--- config.mk ---
export PLATFORM = sky130hd
export DESIGN_NAME = rt_interval_timer
export DESIGN_NICKNAME = d
export VERILOG_FILES = /design/src/rtl/rtit_pkg.sv /design/src/rtl/rtit_frac_div.sv /design/src/rtl/rtit_interval_cnt.sv /design/src/rtl/rtit_ctrl_regs.sv /design/src/rtl/rt_interval_timer.sv
export SDC_FILE = /design/constraint.sdc
export NUM_CORES = 1
export LEC_CHECK = 0
export ABC_AREA = 1
export BUFFER_PORTS_ARGS = -buffer_cell sky130_fd_sc_hd__buf_2
export CAP_MARGIN = 20
export CELL_PAD_IN_SITES_DETAIL_PLACEMENT = 2
export CELL_PAD_IN_SITES_GLOBAL_PLACEMENT = 2
export CORE_AREA = 3 3 67 69
export CTS_BUF_LIST = sky130_fd_sc_hd__clkbuf_16
export CTS_CLUSTER_DIAMETER = 60
export DETAILED_ROUTE_END_ITERATION = 7
export DIE_AREA = 0 0 70 72
export PLACE_DENSITY_LB_ADDON = 0.05
export SETUP_SLACK_MARGIN = 0.2
export SYNTH_ARGS = -nofsm -noshare
export SYNTH_HDL_FRONTEND = slang
export SYNTH_SLANG_ARGS = --single-unit
export TNS_END_PERCENT = 50
--- constraint.sdc ---
create_clock -name clk -period 2 [get_ports clk]
set_clock_uncertainty 0.05 [all_clocks]
set_input_delay 0.3 -clock clk [delete_from_list [all_inputs] [get_ports clk]]
set_output_delay 0.3 -clock clk [all_outputs]
set_load 0.03 [all_outputs]
--- src/rtl/rtit_pkg.sv ---
// Shared constants and types for the periodic interrupt timer.
// Assumes an 8-bit control register; positions below are the block's own layout.
package rtit_pkg;
    localparam int unsigned DATA_W    = 8;
    localparam int unsigned SEL_W     = 3;
    localparam int unsigned EN_BIT    = 4;
    localparam int unsigned CLR_BIT   = 5;
    localparam int unsigned FLAG_BIT  = 6;
    localparam int unsigned UP_MAX_TC = 50;
    localparam int unsigned UP_W      = $clog2(UP_MAX_TC + 1);

    typedef enum logic [SEL_W-1:0] {
        SEL_OFF  = 3'd0,
        SEL_100U = 3'd1,
        SEL_200U = 3'd2,
        SEL_400U = 3'd3,
        SEL_800U = 3'd4,
        SEL_1M   = 3'd5,
        SEL_2M   = 3'd6,
        SEL_5M   = 3'd7
    } sel_e;

    // Number of base pulses per interval for the upper stage codes.
    function automatic logic [UP_W-1:0] upper_tc(input sel_e s);
        case (s)
            SEL_400U: upper_tc = UP_W'(4);
            SEL_800U: upper_tc = UP_W'(8);
            SEL_1M:   upper_tc = UP_W'(10);
            SEL_2M:   upper_tc = UP_W'(20);
            SEL_5M:   upper_tc = UP_W'(50);
            default:  upper_tc = UP_W'(1);
        endcase
    endfunction
endpackage

--- src/rtl/rtit_frac_div.sv ---
// Lower stage: fractional tick divider.
// Counts ticks in a repeating pattern of SEQ_LEN steps. Every step is BASE_DIV
// ticks long except the last one, which is one tick shorter. p_base fires on the
// tick that ends each step. p_pair fires on every second step end.
// Assumes SEQ_LEN is even and tick_en is a single-cycle strobe.
module rtit_frac_div #(
    parameter int unsigned BASE_DIV = 19,
    parameter int unsigned SEQ_LEN  = 4
) (
    input  logic clk,
    input  logic rst_n,
    input  logic tick_en,
    input  logic run,
    input  logic clr,
    output logic p_base,
    output logic p_pair
);
    localparam int unsigned CNT_W    = $clog2(BASE_DIV);
    localparam int unsigned PH_W     = (SEQ_LEN > 1) ? $clog2(SEQ_LEN) : 1;
    localparam int unsigned SHORT_PH = SEQ_LEN - 1;

    logic [CNT_W-1:0] cnt_q;
    logic [PH_W-1:0]  ph_q;
    logic [CNT_W-1:0] limit;
    logic             step;
    logic             wrap;

    // Pick this step's last count: the final phase is one tick short.
    always_comb begin
        limit = (ph_q == PH_W'(SHORT_PH)) ? CNT_W'(BASE_DIV - 2) : CNT_W'(BASE_DIV - 1);
        step  = tick_en && run && !clr;
        wrap  = step && (cnt_q == limit);
    end

    // Advance the tick count and the sequence phase.
    always_ff @(posedge clk) begin
        if (!rst_n || clr) begin
            cnt_q <= '0;
            ph_q  <= '0;
        end else if (step) begin
            if (wrap) begin
                cnt_q <= '0;
                ph_q  <= (ph_q == PH_W'(SHORT_PH)) ? '0 : ph_q + PH_W'(1);
            end else begin
                cnt_q <= cnt_q + CNT_W'(1);
            end
        end
    end

    assign p_base = wrap;
    assign p_pair = wrap && ph_q[0];

    a_r2_cnt_bound: assert property (@(posedge clk) disable iff (!rst_n)
        cnt_q <= CNT_W'(BASE_DIV - 1));
    a_r2_phase_moves: assert property (@(posedge clk) disable iff (!rst_n)
        wrap |=> (ph_q != $past(ph_q)) && (cnt_q == '0));
    a_r7_paused_hold: assert property (@(posedge clk) disable iff (!rst_n)
        (!run && !clr) |=> ($stable(cnt_q) && $stable(ph_q)));
    a_r8_clr_zero: assert property (@(posedge clk) disable iff (!rst_n)
        clr |=> (cnt_q == '0 && ph_q == '0));
endmodule

--- src/rtl/rtit_interval_cnt.sv ---
// Upper stage: counts base pulses up to a selectable terminal count.
// Assumes tc is at least 1 and is stable unless restart is asserted.
module rtit_interval_cnt #(
    parameter int unsigned MAX_TC = 50
) (
    input  logic                         clk,
    input  logic                         rst_n,
    input  logic                         pulse_in,
    input  logic                         run,
    input  logic                         restart,
    input  logic [$clog2(MAX_TC+1)-1:0]  tc,
    output logic                         done
);
    localparam int unsigned CNT_W = $clog2(MAX_TC + 1);

    logic [CNT_W-1:0] cnt_q;
    logic             adv;

    // Flag the pulse that completes the interval.
    always_comb begin
        adv  = run && pulse_in && !restart;
        done = adv && (cnt_q == tc - CNT_W'(1));
    end

    // Count pulses, wrapping at the terminal count.
    always_ff @(posedge clk) begin
        if (!rst_n || restart) begin
            cnt_q <= '0;
        end else if (adv) begin
            cnt_q <= done ? '0 : cnt_q + CNT_W'(1);
        end
    end

    a_r4_below_tc: assert property (@(posedge clk) disable iff (!rst_n)
        cnt_q < tc);
    a_r11_restart_zero: assert property (@(posedge clk) disable iff (!rst_n)
        restart |=> cnt_q == '0);
    a_r7_idle_hold: assert property (@(posedge clk) disable iff (!rst_n)
        (!run && !restart) |=> $stable(cnt_q));
endmodule

--- src/rtl/rtit_ctrl_regs.sv ---
// Control register: enable, select and a sticky flag, plus the write-one clear strobe.
// Assumes set_evt is a single-cycle expiry pulse from the divider chain.
module rtit_ctrl_regs
    import rtit_pkg::*;
(
    input  logic              clk,
    input  logic              rst_n,
    input  logic              wr_en,
    input  logic [DATA_W-1:0] wr_data,
    input  logic              set_evt,
    output logic              en,
    output sel_e              sel,
    output logic              flag,
    output logic              clr_pulse,
    output logic              sel_change,
    output logic [DATA_W-1:0] rd_data
);
    logic   en_q;
    sel_e   sel_q;
    logic   flag_q;
    logic   flag_wr_clr;

    // Decode the write strobes.
    always_comb begin
        clr_pulse   = wr_en && wr_data[CLR_BIT];
        sel_change  = wr_en && (wr_data[SEL_W-1:0] != sel_q);
        flag_wr_clr = wr_en && !wr_data[FLAG_BIT];
    end

    // Hold enable and select.
    always_ff @(posedge clk) begin
        if (!rst_n) begin
            en_q  <= 1'b0;
            sel_q <= SEL_OFF;
        end else if (wr_en) begin
            en_q  <= wr_data[EN_BIT];
            sel_q <= sel_e'(wr_data[SEL_W-1:0]);
        end
    end

    // Sticky flag: a hardware set wins over a software clear.
    always_ff @(posedge clk) begin
        if (!rst_n) begin
            flag_q <= 1'b0;
        end else if (set_evt) begin
            flag_q <= 1'b1;
        end else if (flag_wr_clr) begin
            flag_q <= 1'b0;
        end
    end

    // Assemble the read view; reserved and clear bits read zero.
    always_comb begin
        rd_data                = '0;
        rd_data[SEL_W-1:0]     = sel_q;
        rd_data[EN_BIT]        = en_q;
        rd_data[FLAG_BIT]      = flag_q;
    end

    assign en   = en_q;
    assign sel  = sel_q;
    assign flag = flag_q;

    a_r6_set_wins: assert property (@(posedge clk) disable iff (!rst_n)
        set_evt |=> flag_q);
    a_r5_sticky: assert property (@(posedge clk) disable iff (!rst_n)
        (flag_q && !flag_wr_clr) |=> flag_q);
    a_r5_sw_clear: assert property (@(posedge clk) disable iff (!rst_n)
        (flag_wr_clr && !set_evt) |=> !flag_q);
endmodule

--- src/rtl/rt_interval_timer.sv ---
// Periodic interrupt timer top: control register, fractional lower divider and
// pulse-counting upper stage. Assumes tick_en is a single-cycle enable.
module rt_interval_timer
    import rtit_pkg::*;
#(
    parameter int unsigned BASE_DIV = 19,
    parameter int unsigned SEQ_LEN  = 4
) (
    input  logic              clk,
    input  logic              rst_n,
    input  logic              tick_en,
    input  logic              ctrl_we,
    input  logic [DATA_W-1:0] ctrl_wdata,
    output logic [DATA_W-1:0] ctrl_rdata,
    output logic              irq
);
    logic            en;
    sel_e            sel;
    logic            clr_pulse;
    logic            sel_change;
    logic            p_base;
    logic            p_pair;
    logic            up_run;
    logic            up_done;
    logic            set_evt;
    logic [UP_W-1:0] up_tc;

    rtit_ctrl_regs u_regs (
        .clk        (clk),
        .rst_n      (rst_n),
        .wr_en      (ctrl_we),
        .wr_data    (ctrl_wdata),
        .set_evt    (set_evt),
        .en         (en),
        .sel        (sel),
        .flag       (irq),
        .clr_pulse  (clr_pulse),
        .sel_change (sel_change),
        .rd_data    (ctrl_rdata)
    );

    rtit_frac_div #(
        .BASE_DIV (BASE_DIV),
        .SEQ_LEN  (SEQ_LEN)
    ) u_lower (
        .clk     (clk),
        .rst_n   (rst_n),
        .tick_en (tick_en),
        .run     (en),
        .clr     (clr_pulse),
        .p_base  (p_base),
        .p_pair  (p_pair)
    );

    // Upper stage runs only while enabled with a long-interval code.
    always_comb begin
        up_run = en && (sel >= SEL_400U);
        up_tc  = upper_tc(sel);
    end

    rtit_interval_cnt #(
        .MAX_TC (UP_MAX_TC)
    ) u_upper (
        .clk      (clk),
        .rst_n    (rst_n),
        .pulse_in (p_base),
        .run      (up_run),
        .restart  (clr_pulse || sel_change),
        .tc       (up_tc),
        .done     (up_done)
    );

    // Route the expiry source that matches the selected interval.
    always_comb begin
        case (sel)
            SEL_OFF:  set_evt = 1'b0;
            SEL_100U: set_evt = p_base;
            SEL_200U: set_evt = p_pair;
            default:  set_evt = up_done;
        endcase
    end

    a_r1_rise_needs_sel: assert property (@(posedge clk) disable iff (!rst_n)
        $rose(irq) |-> ($past(en) && $past(sel) != SEL_OFF));
    a_r7_rise_needs_tick: assert property (@(posedge clk) disable iff (!rst_n)
        $rose(irq) |-> $past(tick_en));
endmodule

==> qor.csv <==
stage,metric,value,unit
status,status,completed,
route,final wirelength,3418,µm
power,Seq pwr share,0.424,
global_routing,GRT Util Overall,0.1398,
final_layout,Nets,208,
job,max cap viols,0,
die,CORE AREA,3971,µm²
worst_setup_path,CP max stage delay,0.38,ns
sta,setup ws final,0.3658,ns
final_layout,Area Overhead vs Synth,17.78,%
worst_setup_path,Worst Setup Start Kind,register,
die,Initial Util,0.2889,
die,DIE AREA,5040,µm²
sta,Fin. Hold Viols,0,
power,VDD IR max,0.0002275,V
clocking,clk root buf,clkbuf_16,
route,drt wl/cell,14.18,µm
worst_setup_path,WP depth,9,
die,row count,23,
worst_setup_path,CP top delay family,simple AND/OR/NAND/NOR gates,
placement,port bufs,15,
synthesis,Post-Synth XOR/XNOR Area,0.02290,
final_layout,layout cells sized above 1,0.1675,
synthesis,largest family of logic cells by synthesized area,simple AND/OR/NAND/NOR gates,
placement,gpl congestion,0.7178,
synthesis,Compound-Gate Fraction of Synth Area,0.1341,
die,IO Count,21,
sta,final setup fails,0,
worst_setup_path,Reg-to-Reg Start,u_regs.sel[2],
worst_setup_path,worst path cell trace,inv_1 > nand2_1 > nand2_1 > nor2_1 > nand2_1 > a21oi_4 > nand3_2 > nand2_1 > nor2_1,
clocking,CTS H-tree lvls,1,
placement,dpl hpwl,2714,µm
sta,crit share post-route,0.8171,
synthesis,post-synthesis mux area share,0,
clocking,CTS sink cnt,18,
power,switching part of the total power,0.2537,
global_routing,initial antenna violation count,0,
synthesis,post-synthesis average cell area,6.556,µm²
worst_setup_path,Worst setup startpoint,u_regs.sel[2],
synthesis,sequential element share of the synthesized area,0.3141,
clocking,Num CTS Buffers,3,
sta,Max Slew Vio Count,0,
power,PwrDens,656.5,nW/µm²
power,Internal Power,662.0,µW
clocking,CTS tree,yes,
global_routing,GRT met2 Usage,0.2644,
worst_setup_path,worst reg-to-reg path cell count,9,
global_routing,GR Util met1,0.1667,
worst_setup_path,r2r setup slk,0.37,ns
die,Die W,70,µm
clocking,"Reg clk slew, reported paths",0.05,ns
global_routing,most used routing layer,met2,
synthesis,post-synth cell types,29,
route,via-per-instance ratio,4.784,
clocking,worst skew pair latency,0.25,ns
worst_setup_path,WP data arrival,1.72,ns
worst_setup_path,critical path buffer and inverter count,1,
worst_setup_path,endpoint type of the worst setup path,register,
synthesis,Cells after Synth,175,
global_routing,largest net degree at the start of global routing,12,
worst_setup_path,"Req. time, crit path",2.09,ns
global_routing,grt total ovfl,0,
route,via count,1153,
global_routing,first-pass GRT wire length,5713,µm
sta,Final min period,1.634,ns
power,Psw,225.1,µW
clocking,CTS hold repair buffers,0,
synthesis,Yosys reg bits,18,
final_layout,antenna cells,0,
route,Starting DRT DRC Count,23,
min_path,HP Class,in2reg,
route,Post-route DRC,0,
synthesis,Post-Synth Adder-Cell Area,0.03272,
power,Pleak,0.6005,nW
sta,f_max,0.6119,GHz
die,Die Span Y,72,µm
global_routing,routing usage on met3,0.02078,
sta,RSZ-0062 raised after global routing,false,
worst_setup_path,RR Endpoint,u_upper.cnt_q[3],
route,"antenna viol nets, final",0,
worst_setup_path,crit path to,u_upper.cnt_q[3],
worst_setup_path,Setup CP Type,reg2reg,
worst_setup_path,slowest CP cell,dfxtp_1,
synthesis,Synth Area in Simple Gates,0.3697,
worst_setup_path,CP most frequent cell,nand2_1,
route,total iterations of the first detailed-routing run,4,
power,combinational fraction of design power,0.127,
sta,Sum Neg Setup Slack,0,ns
placement,DP Worst Slack,0.2759,ns
clocking,setup bufs post-CTS,0,
synthesis,Netlist Area Pre-Place,1147,µm²
power,Clock power frac,0.448,
global_routing,vias in the first global route,1245,
synthesis,Synth Warn #,0,
clocking,CTS max path bufs,2,
worst_setup_path,CP Max Fanout,5,
## routing by layer
layer | vias to the layer above | wire, µm
met1 | 553 | 1489
li1 | 590 | -
met2 | 8 | 1853
met5 | - | 0
met3 | 2 | 55
met4 | 0 | 19
## worst min-delay path by stage
stage	startpoint	endpoint	slack [ns]	cells after the start
final	ctrl_wdata[4]	u_regs.en	0.24	3
after detailed placement	u_lower.ph_q[1]	u_lower.ph_q[1]	0.41	2
after global routing	ctrl_wdata[4]	u_regs.en	0.26	3
after CTS	ctrl_wdata[4]	u_regs.en	0.24	3
after floorplan	ctrl_wdata[4]	u_regs.en	0.38	2
after global placement	u_lower.ph_q[1]	u_lower.ph_q[1]	0.41	2
## flip-flops by register name (all words and copies together) (netlist names)
| signal | count |
|---|---|
| u_lower.cnt_q | 5 |
| u_regs.sel | 3 |
| u_regs.flag | 1 |
| u_regs.en | 1 |
| u_upper.cnt_q | 6 |
| u_lower.ph_q | 2 |
## power groups by stage
stage	sequential (mW)	clock [mW]	combinational, mW
6_report	0.376	0.398	0.113
2_1_floorplan	0.389	0	0.0753
4_1_cts	0.376	0.412	0.113
5_1_grt	0.377	0.431	0.127
3_5_place_dp	0.384	0	0.113
3_3_place_gp	0.384	0	0.107
## cell usage in the layout, fill, tap and decap left out, types with 2 or more instances in the layout
master / netlist / routed
nand2_2: 2 / 2
xor2_1: 3 / 3
buf_4: 5 / 2
nand2_1: 47 / 47
nand4_1: 2 / 2
o21ai_0: 10 / 10
nand3_1: 19 / 19
ha_1: 3 / 3
clkbuf_16: 0 / 3
nor3_1: 4 / 4
dfxtp_1: 18 / 17
nor2_1: 10 / 10
a21oi_1: 13 / 13
buf_2: 1 / 15
inv_1: 23 / 23
nor2_4: 1 / 2
conb_1: 1 / 3
## through the flow
stage	cell area [µm²]	hold WS (ns)	util	power, mW	std cells
global placement	1261	0.4078	0.3176	0.4910	237
detailed placement	1261	0.4147	0.3176	0.4964	237
floorplan	1155	0.3849	-	0.4641	177
CTS	1336	0.2376	0.3365	0.9015	240
finish	1351	0.2366	0.3403	0.8871	241
global route	1351	0.2554	0.3403	0.9355	241
## cell families after synthesis
kind of cell	Yosys count
compound gates	27
xor+xnor	3
fa+ha+maj	3
buf+inv	32
flops	18
other cells	1
simple gates	91
## cell usage after synthesis
cell	n	area share
inv_2	1	0.0033
conb_1	1	0.0033
nor3_1	4	0.017
clkbuf_1	1	0.0033
and3_1	1	0.0055
nand3_4	1	0.015
nand3_2	1	0.0087
o21ai_0	10	0.044
buf_2	1	0.0044
nand2_4	1	0.0098
a21oi_4	1	0.014
a21boi_1	1	0.0065
nand2_1	47	0.15
clkinv_2	1	0.0044
dfxtp_1	18	0.31
inv_1	23	0.075
o21bai_1	1	0.0065
nor3b_1	1	0.0065
nor2_2	1	0.0055
a21oi_1	13	0.057
xor2_1	3	0.023
ha_1	3	0.033
nand3_1	19	0.083
nand2_2	2	0.011
nor2_1	10	0.033
nand4_1	2	0.011
a211oi_1	1	0.0065
buf_4	5	0.033
nor2_4	1	0.0098
## what timing repair did
item | CTS | global route
endpoints found under the setup margin | 0 | 4
resized for setup | 0 | 2
endpoints found under the hold margin | 0 | 0
## layout make-up
class	count	area, µm²
clock buffers	3	75.07
inverters	25	95.09
well taps	50	62.56
flip-flops and latches	18	361.6
repair buffers	17	90.09
multi-input cells	128	666.9
fillers	502	2620
## worst min-delay path: stages
cell and delay [ns]:
buf_2 0.07, nor2_1 0.03, nor2_1 0.09
(Power assumes the default switching activity.)
